### src/rtl/crc16_pkg.sv
package crc16_pkg;
    localparam int DATA_W  = 16;
    localparam int ADDR_W  = 8;
    localparam int CNT_W   = 12;
    localparam int IN_W    = 12;
    localparam int BYTE_W  = 8;
    localparam logic [DATA_W-1:0] POLY   = 16'h8408;
    localparam logic [DATA_W-1:0] PRESET = 16'hFFFF;
    localparam logic [ADDR_W-1:0] OFS_CTRL = 8'h80;
    localparam logic [ADDR_W-1:0] OFS_IN   = 8'h86;
    localparam logic [ADDR_W-1:0] OFS_OUT  = 8'h8E;
    localparam int CLR_BIT = 15;

    typedef enum logic [1:0] {
        ENG_RESET  = 2'd0,
        ENG_ACTIVE = 2'd1,
        ENG_FULL   = 2'd2
    } eng_state_t;
endpackage

### src/rtl/crc16_fold.sv
module crc16_fold
    import crc16_pkg::*;
#(
    parameter int W = DATA_W,
    parameter int B = BYTE_W,
    parameter logic [W-1:0] P = POLY
) (
    input  logic [W-1:0] crc_in,
    input  logic [B-1:0] byte_in,
    output logic [W-1:0] crc_out
);
    logic [W-1:0] stage [0:B];

    assign stage[0] = crc_in ^ {{(W-B){1'b0}}, byte_in};

    for (genvar i = 0; i < B; i++) begin : g_step
        assign stage[i+1] = stage[i][0] ? ((stage[i] >> 1) ^ P) : (stage[i] >> 1);
    end

    assign crc_out = stage[B];
endmodule

### src/rtl/crc16_seq.sv
module crc16_seq
    import crc16_pkg::*;
#(
    parameter int W  = DATA_W,
    parameter int CW = CNT_W,
    parameter logic [W-1:0] SEED = PRESET
) (
    input  logic          clk,
    input  logic          rst_n,
    input  logic          clr,
    input  logic          fold,
    input  logic [W-1:0]  crc_next,
    output logic [W-1:0]  crc,
    output logic [CW-1:0] cnt
);
    localparam logic [CW-1:0] CNT_MAX = {CW{1'b1}};

    eng_state_t state_q, state_d;
    logic [W-1:0]  crc_d;
    logic [CW-1:0] cnt_d;

    // state register
    always_ff @(posedge clk or negedge rst_n) begin
        if (!rst_n) begin
            state_q <= ENG_RESET;
            crc     <= SEED;
            cnt     <= '0;
        end else begin
            state_q <= state_d;
            crc     <= crc_d;
            cnt     <= cnt_d;
        end
    end

    // next state and datapath outputs
    always_comb begin
        state_d = state_q;
        crc_d   = crc;
        cnt_d   = cnt;
        if (clr) begin
            state_d = ENG_RESET;
            crc_d   = SEED;
            cnt_d   = '0;
        end else if (fold) begin
            crc_d = crc_next;
            unique case (state_q)
                ENG_RESET: begin
                    cnt_d   = cnt + CW'(1);
                    state_d = (cnt_d == CNT_MAX) ? ENG_FULL : ENG_ACTIVE;
                end
                ENG_ACTIVE: begin
                    cnt_d   = cnt + CW'(1);
                    state_d = (cnt_d == CNT_MAX) ? ENG_FULL : ENG_ACTIVE;
                end
                ENG_FULL: begin
                    cnt_d   = cnt;
                    state_d = ENG_FULL;
                end
                default: state_d = ENG_RESET;
            endcase
        end
    end


    // cnt_step_chk
    cnt_step_chk: assert property (@(posedge clk) disable iff (!rst_n)
        (fold && !clr && cnt != CNT_MAX) |=> cnt == $past(cnt) + CW'(1));


    // sat_hold_chk
    sat_hold_chk: assert property (@(posedge clk) disable iff (!rst_n)
        (cnt == CNT_MAX && !clr) |=> cnt == CNT_MAX);


    // clear_effect_chk
    clear_effect_chk: assert property (@(posedge clk) disable iff (!rst_n)
        clr |=> (cnt == '0 && crc == SEED));


    // idle_hold_chk
    idle_hold_chk: assert property (@(posedge clk) disable iff (!rst_n)
        (!clr && !fold) |=> ($stable(cnt) && $stable(crc)));
endmodule

### src/rtl/crc16_regs.sv
module crc16_regs
    import crc16_pkg::*;
#(
    parameter int W  = DATA_W,
    parameter int AW = ADDR_W,
    parameter int CW = CNT_W,
    parameter int IW = IN_W,
    parameter int B  = BYTE_W
) (
    input  logic          clk,
    input  logic          rst_n,
    input  logic [AW-1:0] bus_addr,
    input  logic          bus_wr,
    input  logic          bus_rd,
    input  logic [W-1:0]  bus_wdata,
    input  logic [W-1:0]  crc,
    input  logic [CW-1:0] cnt,
    output logic          clr,
    output logic          fold,
    output logic [B-1:0]  fold_byte,
    output logic [W-1:0]  bus_rdata
);
    logic [IW-1:0] in_q;
    logic [W-1:0]  rd_mux;
    logic          wdata_unused;

    assign wdata_unused = ^bus_wdata[W-2:IW];
    assign clr       = bus_wr && (bus_addr == OFS_CTRL) && bus_wdata[CLR_BIT];
    assign fold      = bus_wr && (bus_addr == OFS_IN);
    assign fold_byte = bus_wdata[B-1:0];

    always_comb begin
        unique case (bus_addr)
            OFS_CTRL: rd_mux = {{(W-CW){1'b0}}, cnt};
            OFS_IN:   rd_mux = {{(W-IW){1'b0}}, in_q};
            OFS_OUT:  rd_mux = ~crc;
            default:  rd_mux = '0;
        endcase
    end

    always_ff @(posedge clk or negedge rst_n) begin
        if (!rst_n) begin
            in_q      <= '0;
            bus_rdata <= '0;
        end else begin
            if (fold) in_q <= bus_wdata[IW-1:0];
            if (bus_rd) bus_rdata <= rd_mux;
        end
    end


    // clr_readback_chk
    clr_readback_chk: assert property (@(posedge clk) disable iff (!rst_n)
        (bus_rd && bus_addr == OFS_CTRL) |=> bus_rdata[W-1:CW] == '0);


    // rdata_hold_chk
    rdata_hold_chk: assert property (@(posedge clk) disable iff (!rst_n)
        !bus_rd |=> $stable(bus_rdata));


    // in_upper_chk
    in_upper_chk: assert property (@(posedge clk) disable iff (!rst_n)
        (bus_rd && bus_addr == OFS_IN) |=> bus_rdata[W-1:IW] == '0);
endmodule

### src/rtl/crc16_engine.sv
module crc16_engine
    import crc16_pkg::*;
(
    input  logic              clk,
    input  logic              rst_n,
    input  logic [ADDR_W-1:0] bus_addr,
    input  logic              bus_wr,
    input  logic              bus_rd,
    input  logic [DATA_W-1:0] bus_wdata,
    output logic [DATA_W-1:0] bus_rdata
);
    logic              clr, fold;
    logic [BYTE_W-1:0] fold_byte;
    logic [DATA_W-1:0] crc, crc_next;
    logic [CNT_W-1:0]  cnt;

    crc16_regs #(.W(DATA_W), .AW(ADDR_W), .CW(CNT_W), .IW(IN_W), .B(BYTE_W)) u_regs (
        .clk(clk), .rst_n(rst_n), .bus_addr(bus_addr), .bus_wr(bus_wr),
        .bus_rd(bus_rd), .bus_wdata(bus_wdata), .crc(crc), .cnt(cnt),
        .clr(clr), .fold(fold), .fold_byte(fold_byte), .bus_rdata(bus_rdata)
    );

    crc16_fold #(.W(DATA_W), .B(BYTE_W), .P(POLY)) u_fold (
        .crc_in(crc), .byte_in(fold_byte), .crc_out(crc_next)
    );

    crc16_seq #(.W(DATA_W), .CW(CNT_W), .SEED(PRESET)) u_seq (
        .clk(clk), .rst_n(rst_n), .clr(clr), .fold(fold),
        .crc_next(crc_next), .crc(crc), .cnt(cnt)
    );
endmodule

### config.mk
export PLATFORM = sky130hd
export DESIGN_NAME = crc16_engine
export DESIGN_NICKNAME = d
export VERILOG_FILES = /design/src/rtl/crc16_pkg.sv /design/src/rtl/crc16_fold.sv /design/src/rtl/crc16_seq.sv /design/src/rtl/crc16_regs.sv /design/src/rtl/crc16_engine.sv
export SDC_FILE = /design/constraint.sdc
export NUM_CORES = 1
export LEC_CHECK = 0
export BUFFER_PORTS_ARGS = -buffer_cell sky130_fd_sc_hd__buf_4
export CORE_ASPECT_RATIO = 1.1
export CORE_MARGIN = 1
export CORE_UTILIZATION = 35
export CTS_CLUSTER_SIZE = 28
export DETAILED_ROUTE_END_ITERATION = 8
export GPL_TIMING_DRIVEN = 0
export SLEW_MARGIN = 0
export SYNTH_ARGS = -nofsm -noshare
export SYNTH_HDL_FRONTEND = slang
export SYNTH_SLANG_ARGS = --single-unit
### constraint.sdc
create_clock -name clk -period 4.3 [get_ports clk]
set_input_delay 0.215 -clock clk [delete_from_list [all_inputs] [get_ports clk]]
set_output_delay 0.215 -clock clk [all_outputs]
set_load 0.01 [all_outputs]
==> flow_summary_export.csv <==
group,metric,value,unit
sta,rsz0062_at_grt,"false",
layout,final_layout_size_suffix_gt1_frac,0.254,
global_route,antenna_found_initial,0,
sta,hold_viol_final,0,
synthesis,synth.top_cell.area_share,0.345,
die,die_h,99.9,um
sta,setup-violations-final,0,
sta,tns,0,ps
detailed_routing,wl_per_cell,16.4,um
die,die_x,91.0,um
die,die_area,9090,um^2
die,initial_core_util,0.363,
min_path,hold_class,"input pin to register",
detailed_routing,firstDrtPassIters,4,
synthesis,async_flop_share,1.00,
die,fp-row-count,35,
global_route,grt_overflow,0,
synthesis,ys_seq_area_frac,0.482,
sta,hold_slack,81.0,ps
min_path,hp-start,"bus_wdata[9]",
synthesis,synth_most_common_cell,"dfrtp_1",
clock_network,clock_sinks,58,
synthesis,synth_area_leader_cell,"dfrtp_1",
clock_network,cts_max_path_buffers,2,
layout,num-fill-cells,845,
layout,fin_nets,375,
place,place_congestion,0.896,
critical_path,startpoint,"u_seq.cnt[0]",
global_route,grt_usage,0.182,
clock_network,root_buffer,"clkbuf_8",
sta,fin_skew,8.04,ps
detailed_routing,vias,2457,
power_and_ir_drop,powerDensity,337,nW/um^2
detailed_routing,wl,7.56,mm
detailed_routing,viasPerCell,5.33,
detailed_routing,ant_nets,0,
power_and_ir_drop,ir_drop,0.219,mV
clock_network,cts_tree,"done",
global_route,grt_pass1_wl,12.7,mm
global_route,use_met3,0.0348,
clock_network,cts_made_buffers,9,
die,core,8410,um^2
synthesis,synthCells,294,
synthesis,synth-main-ff-cell,"dfrtp_1",
die,top_level_ports,44,
run,maxCapViolCount,0,
sta,max_freq,0.377,GHz
synthesis,yosysUniqueCellTypes,52,
synthesis,ys_seq_elements,58,
clock_network,clk_pin_slew,70,ps
critical_path,crit_fanout,10,
global_route,grt_max_degree,59,
synthesis,synth_fp_nets,324,
detailed_routing,drt-initial-drc-count,122,
sta,worstMarginPinSlew,933,ps
detailed_routing,drcViolationCount,0,
status,status,"finished, final reports clean",
place,dp_hpwl,5.31,mm
place,io_buffers,39,
sta,post-route-min-period,2650,ps
critical_path,arrival,2820,ps
global_route,gr-usage-met1,0.237,
sta,relSlewSlack,0.362,
critical_path,cp.required,4470,ps
global_route,grt_busiest_layer,"met2",
power_and_ir_drop,cellLeakagePower,0.00155,uW
sta,period_share,0.616,
synthesis,yosysWarnings,0,
clock_network,cts_resized,0,
global_route,grt_use_met2,0.293,
sta,drv_slew,0,
critical_path,path_class,"register to register",
critical_path,cp-start-kind,"register",
critical_path,crit_path_end_kind,"register",
clock_network,postCtsSetupBuffers,0,
clock_network,h-tree-depth,3,
layout,area_delta_synth_final,20.5,%
synthesis,syn_area,3050,um^2
layout,n_antenna_cell,0,
synthesis,syn-mean-instance-area,10.4,um^2
global_route,grt_pass1_vias,2418,
synthesis,synth-edff-count,0,
critical_path,r2r_start,"u_seq.cnt[0]",
clock_network,clkLatencyLatePin,340,ps
synthesis,synth_common_cells,"42 x dfrtp_1, 17 x inv_1, 16 x dfstp_2, 16 x o22a_1, 15 x xor2_1",
synthesis,synth_area_leaders,"dfrtp_1 34%, dfstp_2 14%, o22a_1 4.6%",
[final timing paths]
kind | to | slack [ps] | depth (start not counted)
max reg2reg | u_seq.state_q[0] | 1650 | 6
min in group asynchronous | u_seq.cnt[0] | 480 | 2
min reg2reg | u_regs.in_q[3] | 490 | 1
max | u_seq.state_q[0] | 1650 | 6
max in group asynchronous | u_regs.bus_rdata[1] | 3320 | 2
min | u_regs.in_q[9] | 80 | 2
[routing by layer]
metal | routed length (um) | part of all wire
met5 | 0 | 0
met1 | 3430 | 0.45
met3 | 323 | 0.043
met4 | 181 | 0.024
met2 | 3620 | 0.48
[cell usage in the layout (no fill, tap or decap), types with 4 or more instances in the layout]
cell type	instances
dfrtp_1	42
buf_4	40
inv_1	17
o22a_1	16
dfstp_2	16
xor2_1	15
o21ai_1	14
clkbuf_1	13
nand2_1	13
o22ai_1	13
mux2_1	12
a21oi_1	12
clkbuf_8	12
buf_2	11
nor2_1	11
o2bb2ai_1	11
nand3_1	10
xnor2_1	10
nor3_1	9
mux2_2	4
[cell families (layout without fill, tap and decap cells)]
group,Yosys count,count (layout),share of synthesized area
adder cells (fa/ha/maj),2,2,0.00820
buffers and inverters,41,97,0.0562
flip-flops,58,58,0.482
AND/OR/NAND/NOR,62,62,0.110
XOR/XNOR,25,25,0.0718
AO/OA/AOI/OAI,90,90,0.212
multiplexers,16,16,0.0591
[registers in the layout, summed over array words and instances, names as in the netlist]
name	cells
u_regs.bus_rdata	16
u_seq.cnt	12
u_seq.crc	16
u_seq.state_q	2
u_regs.in_q	12
[metrics by stage]
stage / instance area, um^2 / setup WS [ps] / total power (uW) / utilization / cells
after floorplan: 3050 / 2370 / 720 / - / 294
after global placement: 3480 / 1780 / 775 / 0.414 / 444
after detailed placement: 3480 / 1710 / 777 / 0.414 / 444
after CTS: 3680 / 1690 / 1260 / 0.437 / 461
after global routing: 3680 / 1420 / 1300 / 0.437 / 461
final: 3680 / 1650 / 1240 / 0.437 / 461
[critical path: stages (launching register included)]
cell and delay [ps]:
dfrtp_1 350, clkbuf_1 350, nand4_1 330, nor4_1 310, o211ai_1 120, a2111oi_0 820
o22ai_1 200
[power breakdown]
part	leakage, uW	switching, uW	internal [uW]	total [uW]
Clock	0.0000927	217	256	472
Sequential	0.000746	22.1	587	609
Combinational	0.000714	79.5	77.5	157
Total	0.00155	318	920	1240
[cell type report]
cell class	instances	area, um^2	area share
Sequential cell	58	1470	0.400
Multi-Input combinational cell	195	1410	0.383
Timing Repair Buffer	40	303	0.0823
Clock buffer	14	173	0.0470
Tap cell	111	139	0.0378
Buffer	24	108	0.0293
Inverter	17	63.8	0.0174
Clock inverter	2	12.5	0.00340
[what timing repair did]
item / in CTS / in global routing
hold buffers: 1 / 0
hold endpoints to repair: 42 / 0
setup endpoints to repair: 0 / 0
Power figures use the tool's default switching activity.
